`src/rtl/dcr_pkg.sv`:
```
package dcr_pkg;

    // Bit positions used by both the decoder users and the checker logic.
    localparam int IRQ_EN_BIT = 7;
    localparam int PEND_BIT   = 7;

    // Bits forced to one on every status read: sense code 0x60, colour id 0x01.
    localparam logic [7:0] STAT_FIXED = 8'h61;

    // Word slots inside the window.
    localparam int SLOT_CTRL  = 0;
    localparam int SLOT_STAT  = 1;
    localparam int SLOT_FIRST = 2;

    typedef struct packed {
        logic hit;
        logic is_ctrl;
        logic is_stat;
        logic is_byte;
    } dec_t;

endpackage

```
`src/rtl/dcr_decode.sv`:
```
module dcr_decode
    import dcr_pkg::*;
#(
    parameter int ADDR_W   = 5,
    parameter int WIN_BASE = 16,
    parameter int WIN_REGS = 16,
    localparam int IDX_W   = $clog2(WIN_REGS)
) (
    input  logic [ADDR_W-1:0] addr_i,
    output dec_t              dec_o,
    output logic [IDX_W-1:0]  idx_o
);

    logic [ADDR_W:0] rel;

    always_comb begin
        rel          = {1'b0, addr_i} - (ADDR_W+1)'(WIN_BASE);
        dec_o        = '0;
        idx_o        = rel[IDX_W-1:0];
        dec_o.hit    = (int'(addr_i) >= WIN_BASE) && (int'(addr_i) < WIN_BASE + WIN_REGS);
        if (dec_o.hit) begin
            dec_o.is_ctrl = (int'(idx_o) == SLOT_CTRL);
            dec_o.is_stat = (int'(idx_o) == SLOT_STAT);
            dec_o.is_byte = (int'(idx_o) >= SLOT_FIRST);
        end
    end

endmodule

```
`src/rtl/dcr_irq.sv`:
```
module dcr_irq
    import dcr_pkg::*;
#(
    parameter int DATA_W = 8
) (
    input  logic              clk,
    input  logic              rst_n,
    input  logic              ctrl_we_i,
    input  logic              stat_we_i,
    input  logic [DATA_W-1:0] wdata_i,
    input  logic              vsync_i,
    output logic [DATA_W-1:0] ctrl_o,
    output logic              pend_o
);

    typedef struct packed {
        logic [DATA_W-1:0] ctrl;
        logic              pend;
    } irq_st_t;

    irq_st_t st_d, st_q;
    logic    fire;

    always_comb begin
        st_d = st_q;
        fire = vsync_i && st_q.ctrl[IRQ_EN_BIT];
        if (ctrl_we_i) st_d.ctrl = wdata_i;
        // set beats clear when both land together
        if (fire)           st_d.pend = 1'b1;
        else if (stat_we_i) st_d.pend = 1'b0;
    end

    always_ff @(posedge clk or negedge rst_n) begin
        if (!rst_n) st_q <= '0;
        else        st_q <= st_d;
    end

    assign ctrl_o = st_q.ctrl;
    assign pend_o = st_q.pend;


    vsync_sets_chk: assert property (@(posedge clk) disable iff (!rst_n)
        (vsync_i && ctrl_o[IRQ_EN_BIT]) |=> pend_o);


    wr_clears_chk: assert property (@(posedge clk) disable iff (!rst_n)
        (stat_we_i && !(vsync_i && ctrl_o[IRQ_EN_BIT])) |=> !pend_o);


    pend_holds_chk: assert property (@(posedge clk) disable iff (!rst_n)
        (!stat_we_i && !(vsync_i && ctrl_o[IRQ_EN_BIT])) |=> $stable(pend_o));

endmodule

```
`src/rtl/dcr_bytes.sv`:
```
module dcr_bytes #(
    parameter int DATA_W   = 8,
    parameter int NREGS    = 16,
    parameter int FIRST    = 2,
    localparam int IDX_W   = $clog2(NREGS)
) (
    input  logic              clk,
    input  logic              rst_n,
    input  logic              we_i,
    input  logic [IDX_W-1:0]  idx_i,
    input  logic [DATA_W-1:0] wdata_i,
    output logic [DATA_W-1:0] rdata_o
);

    logic [DATA_W-1:0] rd_arr [NREGS];

    for (genvar g = 0; g < NREGS; g++) begin : g_slot
        if (g < FIRST) begin : g_none
            assign rd_arr[g] = '0;
        end else begin : g_reg
            logic [DATA_W-1:0] byte_d, byte_q;

            always_comb begin
                byte_d = byte_q;
                if (we_i && (int'(idx_i) == g)) byte_d = wdata_i;
            end

            always_ff @(posedge clk or negedge rst_n) begin
                if (!rst_n) byte_q <= '0;
                else        byte_q <= byte_d;
            end

            assign rd_arr[g] = byte_q;


            write_lands_chk: assert property (@(posedge clk) disable iff (!rst_n)
                (we_i && (int'(idx_i) == g)) |=> (byte_q == $past(wdata_i)));
        end
    end

    assign rdata_o = rd_arr[idx_i];

endmodule

```
`src/rtl/dispctl_regs.sv`:
```
module dispctl_regs
    import dcr_pkg::*;
#(
    parameter int ADDR_W   = 5,
    parameter int DATA_W   = 8,
    parameter int WIN_BASE = 16,
    parameter int WIN_REGS = 16
) (
    input  logic              clk,
    input  logic              rst_n,
    input  logic              wr_en_i,
    input  logic [ADDR_W-1:0] addr_i,
    input  logic [DATA_W-1:0] wdata_i,
    output logic [DATA_W-1:0] rdata_o,
    input  logic              vsync_i,
    output logic              irq_o
);

    localparam int IDX_W = $clog2(WIN_REGS);

    dec_t              dec;
    logic [IDX_W-1:0]  idx;
    logic [DATA_W-1:0] ctrl_q, bytes_rd, stat_rd;
    logic              pend_q;

    dcr_decode #(.ADDR_W(ADDR_W), .WIN_BASE(WIN_BASE), .WIN_REGS(WIN_REGS)) u_dec (
        .addr_i (addr_i),
        .dec_o  (dec),
        .idx_o  (idx)
    );

    dcr_irq #(.DATA_W(DATA_W)) u_irq (
        .clk       (clk),
        .rst_n     (rst_n),
        .ctrl_we_i (wr_en_i && dec.is_ctrl),
        .stat_we_i (wr_en_i && dec.is_stat),
        .wdata_i   (wdata_i),
        .vsync_i   (vsync_i),
        .ctrl_o    (ctrl_q),
        .pend_o    (pend_q)
    );

    dcr_bytes #(.DATA_W(DATA_W), .NREGS(WIN_REGS), .FIRST(SLOT_FIRST)) u_bytes (
        .clk     (clk),
        .rst_n   (rst_n),
        .we_i    (wr_en_i && dec.is_byte),
        .idx_i   (idx),
        .wdata_i (wdata_i),
        .rdata_o (bytes_rd)
    );

    always_comb begin
        stat_rd           = DATA_W'(STAT_FIXED);
        stat_rd[PEND_BIT] = pend_q;
        rdata_o           = '0;
        if (dec.is_ctrl)      rdata_o = ctrl_q;
        else if (dec.is_stat) rdata_o = stat_rd;
        else if (dec.is_byte) rdata_o = bytes_rd;
    end

    assign irq_o = pend_q;


    stat_view_chk: assert property (@(posedge clk) disable iff (!rst_n)
        (addr_i == ADDR_W'(WIN_BASE + SLOT_STAT)) |-> (rdata_o[PEND_BIT] == irq_o));


    below_zero_chk: assert property (@(posedge clk) disable iff (!rst_n)
        (int'(addr_i) < WIN_BASE) |-> (rdata_o == '0));


    ctrl_write_chk: assert property (@(posedge clk) disable iff (!rst_n)
        (wr_en_i && addr_i == ADDR_W'(WIN_BASE + SLOT_CTRL)) |=> (ctrl_q == $past(wdata_i)));

endmodule

```
`config.mk`:
```
export PLATFORM = sky130hd
export DESIGN_NAME = dispctl_regs
export DESIGN_NICKNAME = d
export VERILOG_FILES = /design/src/rtl/dcr_pkg.sv /design/src/rtl/dcr_decode.sv /design/src/rtl/dcr_irq.sv /design/src/rtl/dcr_bytes.sv /design/src/rtl/dispctl_regs.sv
export SDC_FILE = /design/constraint.sdc
export NUM_CORES = 1
export LEC_CHECK = 0
export CORE_UTILIZATION = 40
export DETAILED_ROUTE_END_ITERATION = 6
export HOLD_SLACK_MARGIN = 0.06
export RECOVER_POWER = 25
export SYNTH_ARGS = -nofsm -noshare
export SYNTH_HDL_FRONTEND = slang
export SYNTH_HIERARCHICAL = 1
export SYNTH_SLANG_ARGS = --single-unit
```
`constraint.sdc`:
```
create_clock -name clk -period 7.1 [get_ports clk]
set_clock_uncertainty 0.2 [all_clocks]
set_input_delay 1.42 -clock clk [delete_from_list [all_inputs] [get_ports clk]]
set_output_delay 1.42 -clock clk [all_outputs]
set_load 0.02 [all_outputs]
```
[After elaboration in Yosys (flattened, before gate mapping)]
Cells that the tools add are included.
Operators by class
  eq/ne operators: 15
  $lt $le $gt $ge: 3
  multiplexer cells: 9
  bitwise gates (word level): 1
  $add $sub $neg: 1
  reductions and logical operators: 20
Operators by type and width (number)
  8-bit two-way mux: 5
  8-bit binary-select mux with 4-bit select: 1
  4-bit == test, second input constant: 8
  1-bit logical AND: 18
  4-bit by 3-bit == test with 1-bit output, second input constant: 4
  5-bit >= comparator, second input constant: 2
  4-bit by 2-bit == test with 1-bit output, second input constant: 2
  4-bit inverter with 5-bit output: 1
  4-bit by 1-bit == test with 1-bit output, second input constant: 1
  4-bit by 2-bit >= comparator with 1-bit output, second input constant: 1
  4-bit zero test: 1
  4-bit by 1-bit subtractor with 4-bit output, second input constant: 1
  3-bit two-way mux: 1
  1-bit two-way mux: 2
  2-bit nonzero test: 1
Storage, ports and cells
  input bits: 17
  bits in registers: 121
  logic and storage cells: 65
  output and inout port bits: 9

[Longest topological paths before layout]
  depth after elaboration: 8
  mapped depth: 9
  depth with buffers taken out: 6

[Hierarchy]
Netlist, hierarchy kept.
Modules (own cells, without submodules)
  dcr_bytes: seq. area each 2802.7 um^2, cells an instance 343, instances 1, area each 5170.0 um^2
  dcr_irq: seq. area each 225.2 um^2, cells an instance 21, instances 1, area each 369.1 um^2
  dispctl_regs: seq. area each 0.0 um^2, cells an instance 30, instances 1, area each 165.2 um^2
  dcr_decode: seq. area each 0.0 um^2, cells an instance 9, instances 1, area each 65.1 um^2

[Least setup slack after synthesis]
Ideal clock, no wire load.
  kind: input-to-output
  from: input port addr_i[0]
  to: output port rdata_o[5]
  path buffers: 4
  data required time: 5.480 ns
  setup slack: 2.405 ns
  stages on the path: 9
  arrival: 3.075 ns
  path through: buf_4 -> buf_6 -> buf_2 -> buf_2 -> mux2_2 -> o22ai_1 -> o21ai_0 -> a21oi_1 -> o21ai_0
Between the ends
  word-level cells in the longest chain between the ends: 8
  elaborated cells on any way between the ends: 13
  those cells by class: add/sub (1); order compare (2); eq/ne (1); mux (7); bitwise (1); reduce/logical (1)
RTL lines
  start, declared: RTL line dispctl_regs.sv:12  | input logic [ADDR_W-1:0] addr_i,
  4-bit by 1-bit subtractor with 4-bit output: RTL line dcr_decode.sv:17  | rel = {1'b0, addr_i} - (ADDR_W+1)'(WIN_BASE);
  4-bit inverter with 5-bit output (not written as such): RTL line dcr_bytes.sv:41  | assign rdata_o = rd_arr[idx_i];
  8-bit binary-select mux with 4-bit select: RTL line dcr_bytes.sv:41
  8-bit two-way mux (not written as such) (2 in a row): RTL line dcr_bytes.sv:41
  net bytes_rd[5]: RTL line dispctl_regs.sv:23  | logic [DATA_W-1:0] ctrl_q, bytes_rd, stat_rd;
  8-bit two-way mux: RTL line dispctl_regs.sv:58  | else if (dec.is_byte) rdata_o = bytes_rd;
  8-bit two-way mux: RTL line dispctl_regs.sv:57  | else if (dec.is_stat) rdata_o = stat_rd;
  8-bit two-way mux: RTL line dispctl_regs.sv:56  | if (dec.is_ctrl) rdata_o = ctrl_q;
  end, declared: RTL line dispctl_regs.sv:14  | output logic [DATA_W-1:0] rdata_o,
The timed path passes the listed nets, and every way through them passes these cells. The select of a mux whose other input is x is not followed.

[Worst setup path after layout]
  from: input port addr_i[3]
  to: output port rdata_o[2]
Same word-level chain as after synthesis.

==> impl_metrics.ini <==
[sta]
period_minus_slack_ps = 5905
slew_headroom = -1.566
slew_viol_final = 73
rsz0062_at_grt = false
finalSetupViolCount = 0
min_period_over_period = 0.8316
fmax_mhz = 169.4
tightest_slew_ps = 3849
final_hold_viol_count = 0
totalNegativeSetupSlack_ps = 0

[power_and_ir_drop]
power.total_mw = 2.012
ir_drop_v = 0.0001750
leakage_nw = 2.898
power_density_nw_per_um2 = 302.2

[worst_setup_path]
worst_path_largest_cell_delay_ps = 970
reg2reg_depth = 1
r2r_start = u_irq/ctrl_o[7]$_DFFE_PN0P_
crit_slowest_cell = clkdlybuf4s50_1
crit_path_max_fanout = 18
startpoint_type = input port
path_class = in -> out
crit_path_end = rdata_o[2]
crit_chain = clkdlybuf4s50_1, nor2b_1, a22oi_1, o21ai_0, nand3b_1, o21ai_0, clkdlybuf4s50_1
timing.rr.end = u_irq/ctrl_o[7]$_DFFE_PN0P_
r2r_setup_slack_ps = 6110
endpoint_kind = output port
crit_path_start = addr_i[3]
arrival_ps = 4280
cp.required_ps = 5480

[detailed_routing]
routed_wl_um = 12880
drt_iter0_markers = 183
ant_nets = 0
wl_per_cell_um = 21.02
vias_per_cell = 5.533
drc = 0
via_count = 3392
dr.pass1.iters = 4

[layout]
stdcell_area_um2 = 6658
multi_input_area_um2 = 2566
diodes = 0
regArea_um2 = 3028
fillers = 1248
fin_util = 0.4759
drive_gt1_frac = 0.4688
area_delta_synth_final_pct = 15.47
nNetsFinal = 437

[global_route]
gr-usage-all-layers = 0.1933
grt_overflow = 0
grt_pass1_wl_um = 20750
grt_max_degree = 73
antenna_found_initial = 0
grt_pass1_vias = 3556

[cts]
clockBufferDepth = 2
clk_latency_ps = 410
cts_root_buffer = clkbuf_16
cts_tree = yes
hold_buffers = 0
cts_buffers = 17
post_cts_resize_count = 0
post_cts.repair.setup_buffers = 0
cts.clk_slew.worst_paths_ps = 50
htreeDepth = 4
cts_num_sinks = 121

[outcome]
status = finished with violations
violations = capacitance limit, slew limit

[synth]
synth_nets = 419
synth_area_um2 = 5766
syn_area_per_cell_um2 = 14.34
syn_inst = 402
yosysWarnings = 6

[placement]
numPortBuffers = 25
placed_area_um2 = 6096
gp_congestion = 0.7842
dp_hpwl_um = 8333

[floorplanning]
rows = 43
initial_core_util = 0.4122
die_x_um = 122.1
core_area_um2 = 13990
ios = 26
dieArea_um2 = 14900
die_h_um = 122.1

[job]
cap_violations = 1

[min_path]
hp-class = reg -> reg
[layout by cell type, fill, tap and decap left out, drive strengths merged]
cell           count
dfrtp            121
nand2             10
and3b              1
bufinv             2
clkbuf            24
or3                3
o21ai             24
clkinvlp           1
clkinv             6
mux4              16
inv                1
nor4b              1
o22ai              8
nand2b             3
nand3b             7
a21oi              5
nor3b              1
and2               3
and3               1
nand3              1
nor2b              3
nor3               1
or4b               1
nor2               9
clkdlybuf4s50     23
mux2             144
buf                5
a22oi              8
[per-layer routing]
layer / global-route usage / vias to the layer above / routed length [um]
met5: 0 / - / 0
met4: 0.09223 / 0 / 345
met3: 0.05056 / 22 / 610
met2: 0.2885 / 88 / 6034
met1: 0.2616 / 1762 / 5893
li1: - / 1520 / -
[stage by stage]
| stage | std cells | worst slack, ps | hold WS [ps] |
|---|---|---|---|
| floorplan | 402 | 2405 | 268.0 |
| global placement | 581 | 1180 | 282.2 |
| detailed placement | 581 | 1190 | 291.4 |
| CTS | 613 | 1189 | 303.7 |
| global route | 613 | 961.6 | 311.5 |
| finish | 613 | 1195 | 298.3 |
[worst min-delay path by stage]
stage	start	end	slack [ps]	depth (start not counted)
2_1_floorplan	u_irq/ctrl_o[7]$_DFFE_PN0P_	u_irq/pend_o$_DFFE_PN0P_	270	2
3_3_place_gp	u_bytes/g_slot[8].g_reg.byte_q[3]$_DFFE_PN0P_	u_bytes/g_slot[8].g_reg.byte_q[3]$_DFFE_PN0P_	280	1
3_5_place_dp	u_bytes/g_slot[13].g_reg.byte_q[0]$_DFFE_PN0P_	u_bytes/g_slot[13].g_reg.byte_q[0]$_DFFE_PN0P_	290	1
4_1_cts	u_bytes/g_slot[6].g_reg.byte_q[7]$_DFFE_PN0P_	u_bytes/g_slot[6].g_reg.byte_q[7]$_DFFE_PN0P_	300	1
5_1_grt	u_bytes/g_slot[4].g_reg.byte_q[4]$_DFFE_PN0P_	u_bytes/g_slot[4].g_reg.byte_q[4]$_DFFE_PN0P_	310	1
6_report	u_bytes/g_slot[6].g_reg.byte_q[7]$_DFFE_PN0P_	u_bytes/g_slot[6].g_reg.byte_q[7]$_DFFE_PN0P_	300	1
[registers in the layout, indices dropped and copies added (netlist names)]
register and flops:
u_bytes/g_slot.g_reg.byte_q 112, u_irq/ctrl_o 8, u_irq/pend_o 1
[report_power, final]
part,internal [mW],switching (mW),leakage (nW),total (mW)
clock network,0.530,0.286,0.280,0.816
registers,0.821,0.0644,1.56,0.886
logic,0.184,0.127,1.06,0.311
total,1.54,0.477,2.90,2.01
[final cells by class]
class,count,share of cell area
tap,180,0.03383
clock inverter,9,0.01466
timing repair buffer,29,0.04041
sequential,121,0.4548
clock buffer,23,0.07029
multi-input combinational,250,0.3855
inverter,1,0.0005638
[critical path, delay by kind of cell]
family | cells | cell delay [ps]
buffers and inverters | 2 | 1610
AND/OR/NAND/NOR | 2 | 660
AO/OA/AOI/OAI | 3 | 580
No activity file was read; power rests on OpenSTA's default activity.
